## src/rtl/wdog_pkg.sv

```systemverilog
package wdog_pkg;

  localparam int DATA_W = 8;

  // arm register key values, checked in this order
  localparam logic [DATA_W-1:0] KEY_FIRST  = 8'h55;
  localparam logic [DATA_W-1:0] KEY_SECOND = 8'hAA;

  // register select decode
  localparam logic REG_CFG = 1'b0;
  localparam logic REG_ARM = 1'b1;

  typedef enum logic {
    SEQ_IDLE,
    SEQ_PEND
  } seq_state_e;

  typedef struct packed {
    logic seq_err;
    logic expired;
  } cause_t;

endpackage

```

## src/rtl/wdog_cfg_reg.sv

```systemverilog
module wdog_cfg_reg #(
  parameter int RATE_W = 3
) (
  input  logic              clk,
  input  logic              rst_n,
  input  logic              wr_cfg,
  input  logic [RATE_W-1:0] wr_rate,
  output logic [RATE_W-1:0] rate_q,
  output logic              enable
);

  logic              locked_q;
  logic              load;
  logic [RATE_W-1:0] rate_d;
  logic              locked_d;

  always_comb begin
    load     = wr_cfg && !locked_q;
    rate_d   = wr_rate;
    locked_d = 1'b1;
  end

  always_ff @(posedge clk or negedge rst_n) begin
    if (!rst_n) begin
      rate_q   <= '0;
      locked_q <= 1'b0;
    end else if (load) begin
      rate_q   <= rate_d;
      locked_q <= locked_d;
    end
  end

  assign enable = (rate_q != '0);

  // once locked, the rate never moves again until reset
  a_r8_rate_frozen: assert property (@(posedge clk) disable iff (!rst_n)
    locked_q |=> $stable(rate_q));

endmodule

```

## src/rtl/wdog_seq_fsm.sv

```systemverilog
module wdog_seq_fsm
  import wdog_pkg::*;
(
  input  logic              clk,
  input  logic              rst_n,
  input  logic              arm_wr,
  input  logic [DATA_W-1:0] arm_data,
  output logic              restart,
  output logic              seq_err
);

  seq_state_e state_q, state_d;

  always_comb begin
    state_d = state_q;
    restart = 1'b0;
    seq_err = 1'b0;
    if (arm_wr) begin
      case (state_q)
        SEQ_IDLE: begin
          if (arm_data == KEY_FIRST) state_d = SEQ_PEND;
          else                       seq_err = 1'b1;
        end
        SEQ_PEND: begin
          state_d = SEQ_IDLE;
          if (arm_data == KEY_SECOND) restart = 1'b1;
          else                        seq_err = 1'b1;
        end
        default: state_d = SEQ_IDLE;
      endcase
    end
  end

  always_ff @(posedge clk or negedge rst_n) begin
    if (!rst_n) state_q <= SEQ_IDLE;
    else        state_q <= state_d;
  end

  // the pending state is entered only from an accepted first key
  a_r5_pend_entry: assert property (@(posedge clk) disable iff (!rst_n)
    $rose(state_q == SEQ_PEND) |-> $past(arm_wr && (arm_data == KEY_FIRST)));

endmodule

```

## src/rtl/wdog_period_ctr.sv

```systemverilog
module wdog_period_ctr #(
  parameter int RATE_W   = 3,
  parameter int BASE_EXP = 12,
  parameter int STEP_EXP = 2
) (
  input  logic              clk,
  input  logic              rst_n,
  input  logic              en,
  input  logic [RATE_W-1:0] rate,
  input  logic              restart,
  output logic              expire
);

  localparam int NSEL  = 2 ** RATE_W;
  localparam int CNT_W = BASE_EXP + STEP_EXP * (NSEL - 2);

  logic [CNT_W-1:0] cnt_q, cnt_d;
  logic             cnt_ld;
  logic [NSEL-1:0]  hit_vec;

  assign hit_vec[0] = 1'b0;

  genvar k;
  for (k = 1; k < NSEL; k++) begin : g_term
    localparam int EXP_K = BASE_EXP + STEP_EXP * (k - 1);
    localparam logic [CNT_W-1:0] TERM_K = CNT_W'((64'd1 << EXP_K) - 64'd1);
    assign hit_vec[k] = (cnt_q == TERM_K);
  end

  assign expire = en && hit_vec[rate];

  always_comb begin
    cnt_ld = en || (cnt_q != '0);
    if (!en || restart || expire) cnt_d = '0;
    else                          cnt_d = cnt_q + 1'b1;
  end

  always_ff @(posedge clk or negedge rst_n) begin
    if (!rst_n)      cnt_q <= '0;
    else if (cnt_ld) cnt_q <= cnt_d;
  end

  // a disabled timer holds its count at zero
  a_r2_idle_count_zero: assert property (@(posedge clk) disable iff (!rst_n)
    !en |=> (cnt_q == '0));

  // a timeout leaves the count at zero on the next cycle
  a_r10_wrap_to_zero: assert property (@(posedge clk) disable iff (!rst_n)
    expire |=> (cnt_q == '0));

endmodule

```

## src/rtl/sw_watchdog.sv

```systemverilog
module sw_watchdog
  import wdog_pkg::*;
#(
  parameter int RATE_W   = 3,
  parameter int BASE_EXP = 12,
  parameter int STEP_EXP = 2
) (
  input  logic              clk,
  input  logic              rst_n,
  input  logic              por_n,
  input  logic              wr_en,
  input  logic              wr_addr,
  input  logic [DATA_W-1:0] wr_data,
  output logic [RATE_W-1:0] rate_o,
  output logic              rst_req,
  output logic [1:0]        cause
);

  logic   wr_cfg, arm_wr, enable;
  logic   restart, seq_err, expire;
  logic   req_d;
  cause_t cause_q, cause_d;
  logic   cause_ld;

  assign wr_cfg = wr_en && (wr_addr == REG_CFG);
  assign arm_wr = wr_en && (wr_addr == REG_ARM) && enable;

  wdog_cfg_reg #(.RATE_W(RATE_W)) u_cfg (
    .clk     (clk),
    .rst_n   (rst_n),
    .wr_cfg  (wr_cfg),
    .wr_rate (wr_data[RATE_W-1:0]),
    .rate_q  (rate_o),
    .enable  (enable)
  );

  wdog_seq_fsm u_seq (
    .clk      (clk),
    .rst_n    (rst_n),
    .arm_wr   (arm_wr),
    .arm_data (wr_data),
    .restart  (restart),
    .seq_err  (seq_err)
  );

  wdog_period_ctr #(
    .RATE_W   (RATE_W),
    .BASE_EXP (BASE_EXP),
    .STEP_EXP (STEP_EXP)
  ) u_ctr (
    .clk     (clk),
    .rst_n   (rst_n),
    .en      (enable),
    .rate    (rate_o),
    .restart (restart),
    .expire  (expire)
  );

  always_comb begin
    req_d           = expire || seq_err;
    cause_ld        = req_d;
    cause_d         = cause_q;
    cause_d.expired = cause_q.expired || expire;
    cause_d.seq_err = cause_q.seq_err || seq_err;
  end

  always_ff @(posedge clk or negedge rst_n) begin
    if (!rst_n) rst_req <= 1'b0;
    else        rst_req <= req_d;
  end

  always_ff @(posedge clk or negedge por_n) begin
    if (!por_n)        cause_q <= '0;
    else if (cause_ld) cause_q <= cause_d;
  end

  assign cause = cause_q;

  // cause bits are sticky while power-on reset stays released
  a_r9_expired_sticky: assert property (@(posedge clk) disable iff (!por_n)
    cause[0] |=> cause[0]);
  a_r9_seq_err_sticky: assert property (@(posedge clk) disable iff (!por_n)
    cause[1] |=> cause[1]);

  // every request leaves a recorded cause behind
  a_r6_req_has_cause: assert property (@(posedge clk) disable iff (!rst_n || !por_n)
    rst_req |-> (cause != 2'b00));

  // a rate of zero over the previous cycle means no request
  a_r2_disabled_quiet: assert property (@(posedge clk) disable iff (!rst_n)
    ((rate_o == '0) && $past(rate_o == '0)) |-> !rst_req);

endmodule

```

## config.mk

```make
export PLATFORM = sky130hd
export DESIGN_NAME = sw_watchdog
export DESIGN_NICKNAME = d
export VERILOG_FILES = /design/src/rtl/wdog_pkg.sv /design/src/rtl/wdog_cfg_reg.sv /design/src/rtl/wdog_seq_fsm.sv /design/src/rtl/wdog_period_ctr.sv /design/src/rtl/sw_watchdog.sv
export SDC_FILE = /design/constraint.sdc
export NUM_CORES = 1
export LEC_CHECK = 0
export CAP_MARGIN = 10
export CORE_UTILIZATION = 25
export DETAILED_ROUTE_END_ITERATION = 8
export SYNTH_ARGS = -nofsm -noshare
export SYNTH_HDL_FRONTEND = slang
export SYNTH_HIERARCHICAL = 1
export SYNTH_SLANG_ARGS = --single-unit
```

## constraint.sdc

```tcl
create_clock -name clk -period 2.64 [get_ports clk]
set_input_delay 0.528 -clock clk [delete_from_list [all_inputs] [get_ports clk]]
set_output_delay 0.528 -clock clk [all_outputs]
set_load 0.1 [all_outputs]
```

After elaboration in Yosys (flattened, before gate mapping)
Cells that the tools add are included.
{ "word_totals": {"output_inout_bits": 6, "in_bits": 13, "mem_count": 0, "wordCells": 47, "reg_bits": 32, "mem_bits_ro": 0, "mem_bits_rw": 0, "latch_bits": 0} }
{ "classes": {"div_mod_pow": 0, "n_mul": 0, "add_sub_neg": 1, "n_eq_ne": 9, "order_cmp": 1, "n_reduce_logical": 15, "shift": 0, "bitwise": 2, "muxes": 12} }
{ "op_table": {"columns": ["cell", "count"], "rows": [
  ["24-bit by 1-bit adder with 24-bit output (second input constant)", 1],
  ["24-bit by 12-bit equality test with 1-bit output (second input constant)", 1],
  ["24-bit by 14-bit equality test with 1-bit output (second input constant)", 1],
  ["24-bit by 16-bit equality test with 1-bit output (second input constant)", 1],
  ["24-bit by 18-bit equality test with 1-bit output (second input constant)", 1],
  ["24-bit by 20-bit equality test with 1-bit output (second input constant)", 1],
  ["24-bit by 22-bit equality test with 1-bit output (second input constant)", 1],
  ["24-bit equality test (second input constant)", 1],
  ["24-bit two-way mux", 1],
  ["24-bit nonzero test", 1],
  ["8-bit by 7-bit equality test with 1-bit output (second input constant)", 1],
  ["8-bit equality test (second input constant)", 1],
  ["1-bit two-way mux", 8],
  ["1-bit logical OR", 6],
  ["1-bit logical AND", 5],
  ["3-bit by 4-bit less-than comparator with 1-bit output (second input constant)", 1],
  ["1-bit one-hot mux with 2 select lines", 2],
  ["1-bit binary-select mux with 3-bit select", 1],
  ["3-bit nonzero test", 1],
  ["1-bit zero test", 2],
  ["1-bit NOT", 2]
]} }

Logic depth before layout (Yosys ltp)
Gate-level depths: netlist of run 1.
{ "depth": {"depth_word": 7, "ltp_mapped": 9, "depth_no_buf": 7} }

Modules after synthesis
The synthesis of run 1 kept the hierarchy.
{ "modules_own_cells": {"columns": ["mod", "area_per_inst_um2", "cells_per_inst", "seq_area_each_um2", "instances"], "rows": [
  ["wdog_period_ctr", 1430.1, 152, 600.6, 1],
  ["wdog_cfg_reg", 171.4, 10, 100.1, 1],
  ["sw_watchdog", 106.4, 8, 75.1, 1],
  ["wdog_seq_fsm", 105.1, 12, 25.0, 1]
]} }

Least setup slack after synthesis of run 1
OpenSTA, ideal clock, no wires.
{ "synth_path": {"path_kind": "register to register", "startpoint": "register u_cfg.rate_q[0]", "endpoint": "register u_ctr.cnt_q[17]", "required_ns": 2.554, "arrival_ns": 2.520, "setup_ns": 0.086, "path_slack_ns": 0.034, "stages_incl_launch_ff": 9, "synth_period_minus_slack_ns": 2.606, "path_buffers": 2, "path_cell_list": "dfrtp_1 > or3_1 > nor4b_1 > nand4_1 > or2_0 > and4_1 > buf_6 > buf_12 > nor3_1"} }
{ "synth_via": {"elab_chain_len": 6, "word_cells_on_any_way": 11, "cone_classes": "4 x mux; 7 x reduce/logical"} }
{ "synth_lines": {"columns": ["item", "line_no", "rtl"], "rows": [
  ["start: declaration", "wdog_cfg_reg.sv:8", "output logic [RATE_W-1:0] rate_q,"],
  ["start signal: assignment", "wdog_cfg_reg.sv:28", "rate_q <= rate_d;"],
  ["3-bit nonzero test *", "wdog_cfg_reg.sv:33", "assign enable = (rate_q != '0);"],
  ["named net enable", "sw_watchdog.sv:19", "logic wr_cfg, arm_wr, enable;"],
  ["1-bit logical AND", "sw_watchdog.sv:26", "assign arm_wr = wr_en && (wr_addr == REG_ARM) && enable;"],
  ["1-bit two-way mux", "wdog_seq_fsm.sv:18", "if (arm_wr) begin"],
  ["1-bit logical OR (2 in series)", "wdog_period_ctr.sv:34", "if (!en || restart || expire) cnt_d = '0;"],
  ["24-bit two-way mux", "wdog_period_ctr.sv:34", null],
  ["end signal: assignment", "wdog_period_ctr.sv:40", "else if (cnt_ld) cnt_q <= cnt_d;"],
  ["end: declaration", "wdog_period_ctr.sv:17", "logic [CNT_W-1:0] cnt_q, cnt_d;"]
]} }
Mark *: on every way through the listed nets, which the timed path passes. The rest lies on a longest branch. The select of a mux whose other input is x is not followed.
A chain may end at the register's enable or synchronous reset.

Worst setup path after layout of run 1
{ "layout_path": {"startpoint": "register u_cfg.rate_q[0]", "endpoint": "register u_ctr.cnt_q[21]"} }
Same word-level chain as after synthesis.

==> flow_metrics.py, run 1 <==
metrics = {
    "worst_setup_path": {
        "arrival_ps": 2610,
        "cp_max_fo": 17,
        "max_stage_delay_ps": 480,
        "path_class": "register to register",
        "worst_ep_required_time_ps": 2840,
        "slowest_stage": "dfrtp_1",
        "rrSetupSlack_ps": 220,
        "endpoint_kind": "register",
        "crit_path_start": "u_cfg/rate_q[0]",
        "rr_startpoint": "u_cfg/rate_q[0]",
        "ff2ff_path_depth": 6,
        "reg2reg_to": "u_ctr/cnt_q[21]",
        "path_cells": "or3_1 > nor4b_1 > nand4_1 > or2_0 > and4_1 > nor3_1",
        "crit_end": "u_ctr/cnt_q[21]",
        "crit_path_start_kind": "register",
    },
    "sta": {
        "fin_tns_setup_ps": 0,
        "setup_ws_ps": 222,
        "fin_skew_ps": 5.82,
        "hold_viol": 0,
        "fin_crit_ps": 2420,
        "period_share": 0.916,
        "max_slew_margin": 0.603,
        "worstMarginPinSlew_ps": 595,
        "fmax_mhz": 414,
        "setup_viol": 0,
        "slew_violations": 0,
        "rsz0062_at_grt": "false",
    },
    "clocking": {
        "clock_path_buffers": 2,
        "cts_sinks": 32,
        "postCtsHoldBufs": 0,
        "cts_resized": 0,
        "cts_setup_buffers": 0,
        "htreeDepth": 2,
        "cts-root-buf": "clkbuf_8",
        "cts_tree": "done",
        "clk_pin_slew_worst_paths_ps": 70,
        "numCtsBuffers": 5,
        "clock_latency_ps": 290,
    },
    "synth": {
        "synth_area_um2": 1810,
        "synth_top_cells_by_count": "dfrtp_1, nor3_1, nor2_1, xnor2_1, nand3_1",
        "synth-seq-cells": 32,
        "synth-simple-area-share": 0.320,
        "synth-compound-area-share": 0.0455,
        "synth_top_family_by_area": "simple AND/OR/NAND/NOR gates",
        "synth.area.top_cells": "dfrtp_1, xnor2_1, nor3_1, xor2_1, nand3_1",
        "synth_edf_count": 0,
        "yosysUniqueCellTypes": 45,
        "synthCells": 182,
        "async_flop_share": 1.00,
        "seq_area_frac_synth": 0.442,
        "synthesis.nets": 197,
        "syn_avg_cell_area_um2": 9.96,
        "ys_warn_count": 6,
        "synthMuxAreaShare": 0.0248,
        "synth-adder-area-share": 0.0138,
        "synthDominantCellAreaShare": 0.442,
        "synth_most_common_cell": "dfrtp_1",
        "synth_xor_area_frac": 0.106,
        "synth_top_area_cell": "dfrtp_1",
        "synth-main-ff-cell": "dfrtp_1",
    },
    "power_and_ir_drop": {
        "power-per-cell-area_nw_per_um2": 644,
        "irDropWorstVdd_mv": 0.185,
        "cellLeakagePower_nw": 0.913,
        "p_total_mw": 1.42,
    },
    "floorplanning": {
        "ioPinCount": 19,
        "num_rows": 30,
        "die_area_um2": 7600,
        "fp.dieW_um": 87.2,
        "die_h_um": 87.2,
        "core-area_um2": 6910,
        "initial_utilization": 0.263,
    },
    "route": {
        "vias_per_cell": 4.56,
        "wl_um": 3750,
        "drtAntennaViolNets": 0,
        "first_iter_violations": 82,
        "wire_per_inst_um": 12.4,
        "first_pass_iters": 4,
        "post-route-drc-count": 0,
        "via_count": 1377,
    },
    "placement": {
        "dp.final_hpwl_um": 2770,
        "placedCellCount": 294,
        "gp_congestion": 0.759,
        "dp_worst_setup_slack_ps": 277,
        "io_buffers": 18,
    },
    "job": {
        "drv_cap": 0,
    },
    "cells_and_area": {
        "diodes": 0,
        "drive_gt1_frac": 0.150,
        "fillers": 737,
        "area_delta_synth_final_pct": 21.6,
        "fin_nets": 220,
        "final_cells": 302,
        "regArea_um2": 801,
        "multi_input_area_um2": 925,
    },
    "grt": {
        "grt_pass1_wl_um": 6620,
        "antenna_found_initial": 0,
        "grt_pass1_vias": 1370,
        "overflow": 0,
        "grt_max_degree": 31,
        "track_usage": 0.113,
    },
    "status": {
        "status": "finished, final reports clean",
    },
    "worst_hold_path": {
        "hold_path.class": "primary input to async pin",
    },
}
==> flip-flops by register name (all words and copies together), names as in the netlist <==
register	flops
u_cfg/locked_q	1
cause	2
u_seq/state_q	1
rst_req	1
u_cfg/rate_q	3
u_ctr/cnt_q	24
==> where the power goes <==
part	total, mW	switching, mW	internal, mW
Combinational	0.331	0.207	0.123
Clock	0.517	0.184	0.333
Sequential	0.572	0.0451	0.527
Total	1.42	0.436	0.984
==> cells in the final DEF, fill, tap and decap left out, types with 2 or more instances in the layout <==
master and n:
clkdlybuf4s50_1 12, xnor2_1 13, nor3_1 22, nand4_1 3
nand2_1 8, inv_1 8, a21oi_1 2, o21ai_0 3
and3_1 4, ha_1 2, nor2_1 13, dfrtp_1 32
mux2_4 3, nor4_1 8, or2_1 3, nand4b_1 2
nor2b_1 2, xor2_1 9, clkbuf_8 7, buf_4 11
o211ai_1 2, or4_1 2, and4_1 3, nand3_1 10
==> logic make-up (layout without fill, tap and decap cells) <==
kind of cell               count (synthesis)  count (layout)
and+or+nand+nor                           96              96
xor gates and xnor gates                  22              22
muxes                                      3               3
AOI/OAI and AO/OA                         12              12
buffers and inverters                     15              39
DFF                                       32              32
adders and majority gates                  2               2
==> metal layers <==
metal	vias to the layer above	track usage	part of all wire
met3	5	0.0379	0.037
met2	13	0.173	0.46
met1	660	0.150	0.50
met5	-	0	0
li1	699	-	-
met4	0	0.0328	0.0077
==> critical path: cells and delay by family (launching register included) <==
kind / cells / cell delay [ps]
simple gates: 6 / 1840
flops: 1 / 480
==> metrics by stage <==
stage | cell area [um^2] | utilization | hold WS, ps
after floorplan | 1810 | - | 232
after global placement | 2080 | 0.301 | 454
after detailed placement | 2080 | 0.301 | 453
after CTS | 2200 | 0.319 | 398
after global routing | 2200 | 0.319 | 393
final | 2200 | 0.319 | 399
==> worst min-delay path by stage <==
stage / from / end / slack, ps / cells after the start
final: por_n / cause[0] / 400 / 1
after global routing: por_n / cause[0] / 390 / 1
after floorplan: por_n / cause[0] / 230 / 0
after detailed placement: cause[1] / cause[1] / 450 / 1
after global placement: cause[1] / cause[1] / 450 / 1
after CTS: por_n / cause[0] / 400 / 1
==> cell type report <==
cell class	instances	area share
clock inverter	1	0.0136
clock buffer	7	0.0437
timing repair buffer	23	0.0919
inverter	8	0.0136
multi-input combinational	135	0.419
sequential	32	0.363
tap	96	0.0545
No activity file was read; power rests on OpenSTA's default activity.
==> run 2, diff against run 1 <==
--- a/config.mk
+++ b/config.mk
@@ -5,7 +5,7 @@
 export SDC_FILE = /design/constraint.sdc
 export NUM_CORES = 1
 export LEC_CHECK = 0
-export CAP_MARGIN = 10
+export CAP_MARGIN = 40
 export CORE_UTILIZATION = 25
 export DETAILED_ROUTE_END_ITERATION = 8
 export SYNTH_ARGS = -nofsm -noshare
==> results of run 2 <==
Same layout as run 1: the final DEF is identical, and so are final timing and power.
==> run 3, diff against run 2 <==
--- a/config.mk
+++ b/config.mk
@@ -7,6 +7,7 @@
 export LEC_CHECK = 0
 export CAP_MARGIN = 40
 export CORE_UTILIZATION = 25
+export CTS_BUF_LIST = sky130_fd_sc_hd__clkbuf_16
 export DETAILED_ROUTE_END_ITERATION = 8
 export SYNTH_ARGS = -nofsm -noshare
 export SYNTH_HDL_FRONTEND = slang
==> run 3 against run 2 <==
  * Final area is 1.6% higher
  * Clock-buffer cell count decreased by 2
  * Critical path depth did not move
  * Clock skew is 2.4 ps lower
  * Hold slack gained 18 ps
  * Sequential share of layout area is 0.59 points lower
  * Critical path type unchanged
  * Via count up 1.8%
  * Wire length is 0.40% higher
  * Worst setup slack better by 21 ps
  * Clock power increased by 23%
  * Die area unchanged
  * Sequential power is essentially flat
==> flow_metrics.py, run 3 (synthesized netlist as in run 1, its figures left out) <==
metrics = {
    "status": {
        "status": "finished, final reports clean",
    },
    "clocking": {
        "cts_sinks": 32,
        "cts_setup_buffers": 0,
        "cts_tree": "done",
        "clk_pin_slew_worst_paths_ps": 50,
        "postCtsHoldBufs": 0,
        "cts-root-buf": "clkbuf_16",
        "numCtsBuffers": 5,
        "clock_latency_ps": 270,
        "htreeDepth": 2,
        "clock_path_buffers": 2,
        "cts_resized": 0,
    },
    "sta": {
        "hold_viol": 0,
        "fin_skew_ps": 3.39,
        "setup_ws_ps": 244,
        "slew_violations": 0,
        "fmax_mhz": 417,
        "period_share": 0.908,
        "max_slew_margin": 0.599,
        "fin_crit_ps": 2400,
        "setup_viol": 0,
        "worstMarginPinSlew_ps": 602,
        "fin_tns_setup_ps": 0,
        "rsz0062_at_grt": "false",
    },
    "worst_setup_path": {
        "arrival_ps": 2580,
        "cp_max_fo": 17,
        "worst_ep_required_time_ps": 2820,
        "path_cells": "or3_1 > nor4b_1 > nand4_1 > or2_0 > and4_1 > nor3_1",
        "max_stage_delay_ps": 470,
        "crit_path_start_kind": "register",
        "path_class": "register to register",
        "slowest_stage": "dfrtp_1",
        "ff2ff_path_depth": 6,
        "endpoint_kind": "register",
    },
    "route": {
        "wl_um": 3760,
        "drtAntennaViolNets": 0,
        "via_count": 1402,
        "post-route-drc-count": 0,
        "wire_per_inst_um": 12.5,
        "vias_per_cell": 4.64,
        "first_iter_violations": 54,
        "first_pass_iters": 4,
    },
    "worst_hold_path": {
        "hold_path.class": "primary input to async pin",
    },
    "cells_and_area": {
        "diodes": 0,
        "final_common_cell": "dfrtp_1",
        "fillers": 724,
        "top_register": "u_ctr/cnt_q",
        "final_cell_mix": "dfrtp_1, nor3_1, nor2_1, xnor2_1, clkdlybuf4s50_1",
        "drive_gt1_frac": 0.141,
        "final_cells": 302,
        "largest_register_ffs": 24,
        "multi_input_area_um2": 925,
        "fin_nets": 220,
        "regArea_um2": 801,
        "area_delta_synth_final_pct": 23.6,
    },
    "placement": {
        "gp_congestion": 0.759,
        "dp_worst_setup_slack_ps": 277,
        "placedCellCount": 294,
        "dp.final_hpwl_um": 2770,
        "io_buffers": 18,
    },
    "power_and_ir_drop": {
        "irDropWorstVdd_mv": 0.244,
        "cellLeakagePower_nw": 0.928,
        "power-per-cell-area_nw_per_um2": 688,
        "p_total_mw": 1.54,
    },
    "grt": {
        "grt_max_degree": 31,
        "grt_pass1_wl_um": 6680,
        "grt_pass1_vias": 1394,
        "overflow": 0,
        "track_usage": 0.113,
        "antenna_found_initial": 0,
    },
    "floorplanning": {
        "die_area_um2": 7600,
        "num_rows": 30,
        "die_h_um": 87.2,
        "initial_utilization": 0.263,
        "ioPinCount": 19,
        "fp.dieW_um": 87.2,
        "core-area_um2": 6910,
    },
    "job": {
        "drv_cap": 0,
    },
}
[run 3: metrics by stage]
stage | instance area, um^2 | util | hold WS, ps
global route | 2240 | 0.324 | 418
floorplan | 1810 | - | 232
CTS | 2240 | 0.324 | 419
global placement | 2080 | 0.301 | 454
detailed placement | 2080 | 0.301 | 453
finish | 2240 | 0.324 | 417
[run 3: layer usage]
layer  GRT usage  vias to the layer above  part of all wire
met5           0                        -                 0
met4      0.0238                        0            0.0048
met3      0.0379                        3             0.037
met2       0.175                       17              0.47
met1       0.153                      684              0.48
li1            -                      698                 -
[run 3: path summary, 6_finish.rpt]
check / start / end / slack (ps)
worst min register to register: cause[1] / cause[1] / 460
min in group clk: cause[1] / cause[1] / 460
worst min-delay path: por_n / cause[0] / 420
worst max-delay path: u_cfg/rate_q[0] / u_ctr/cnt_q[21] / 240
worst max register to register: u_cfg/rate_q[0] / u_ctr/cnt_q[21] / 240
max in group asynchronous: rst_n / u_seq/state_q / 1710
[run 3: where the power goes]
group | total (mW) | switching, mW | internal (mW)
sequential | 0.573 | 0.0451 | 0.528
clock | 0.638 | 0.200 | 0.438
combinational | 0.331 | 0.207 | 0.123
total | 1.54 | 0.452 | 1.09
[run 3: area by class of cell]
class / count / share of cell area
Multi-Input combinational cell: 135 / 0.413
Sequential cell: 32 / 0.357
Timing Repair Buffer: 23 / 0.0905
Clock buffer: 5 / 0.0558
Tap cell: 96 / 0.0536
Clock inverter: 3 / 0.0168
Inverter: 8 / 0.0134
[run 3: critical path, delay by kind of cell (launching register included)]
family	cells	cell delay (ps)
flip-flops	1	470
AND/OR/NAND/NOR	6	1820
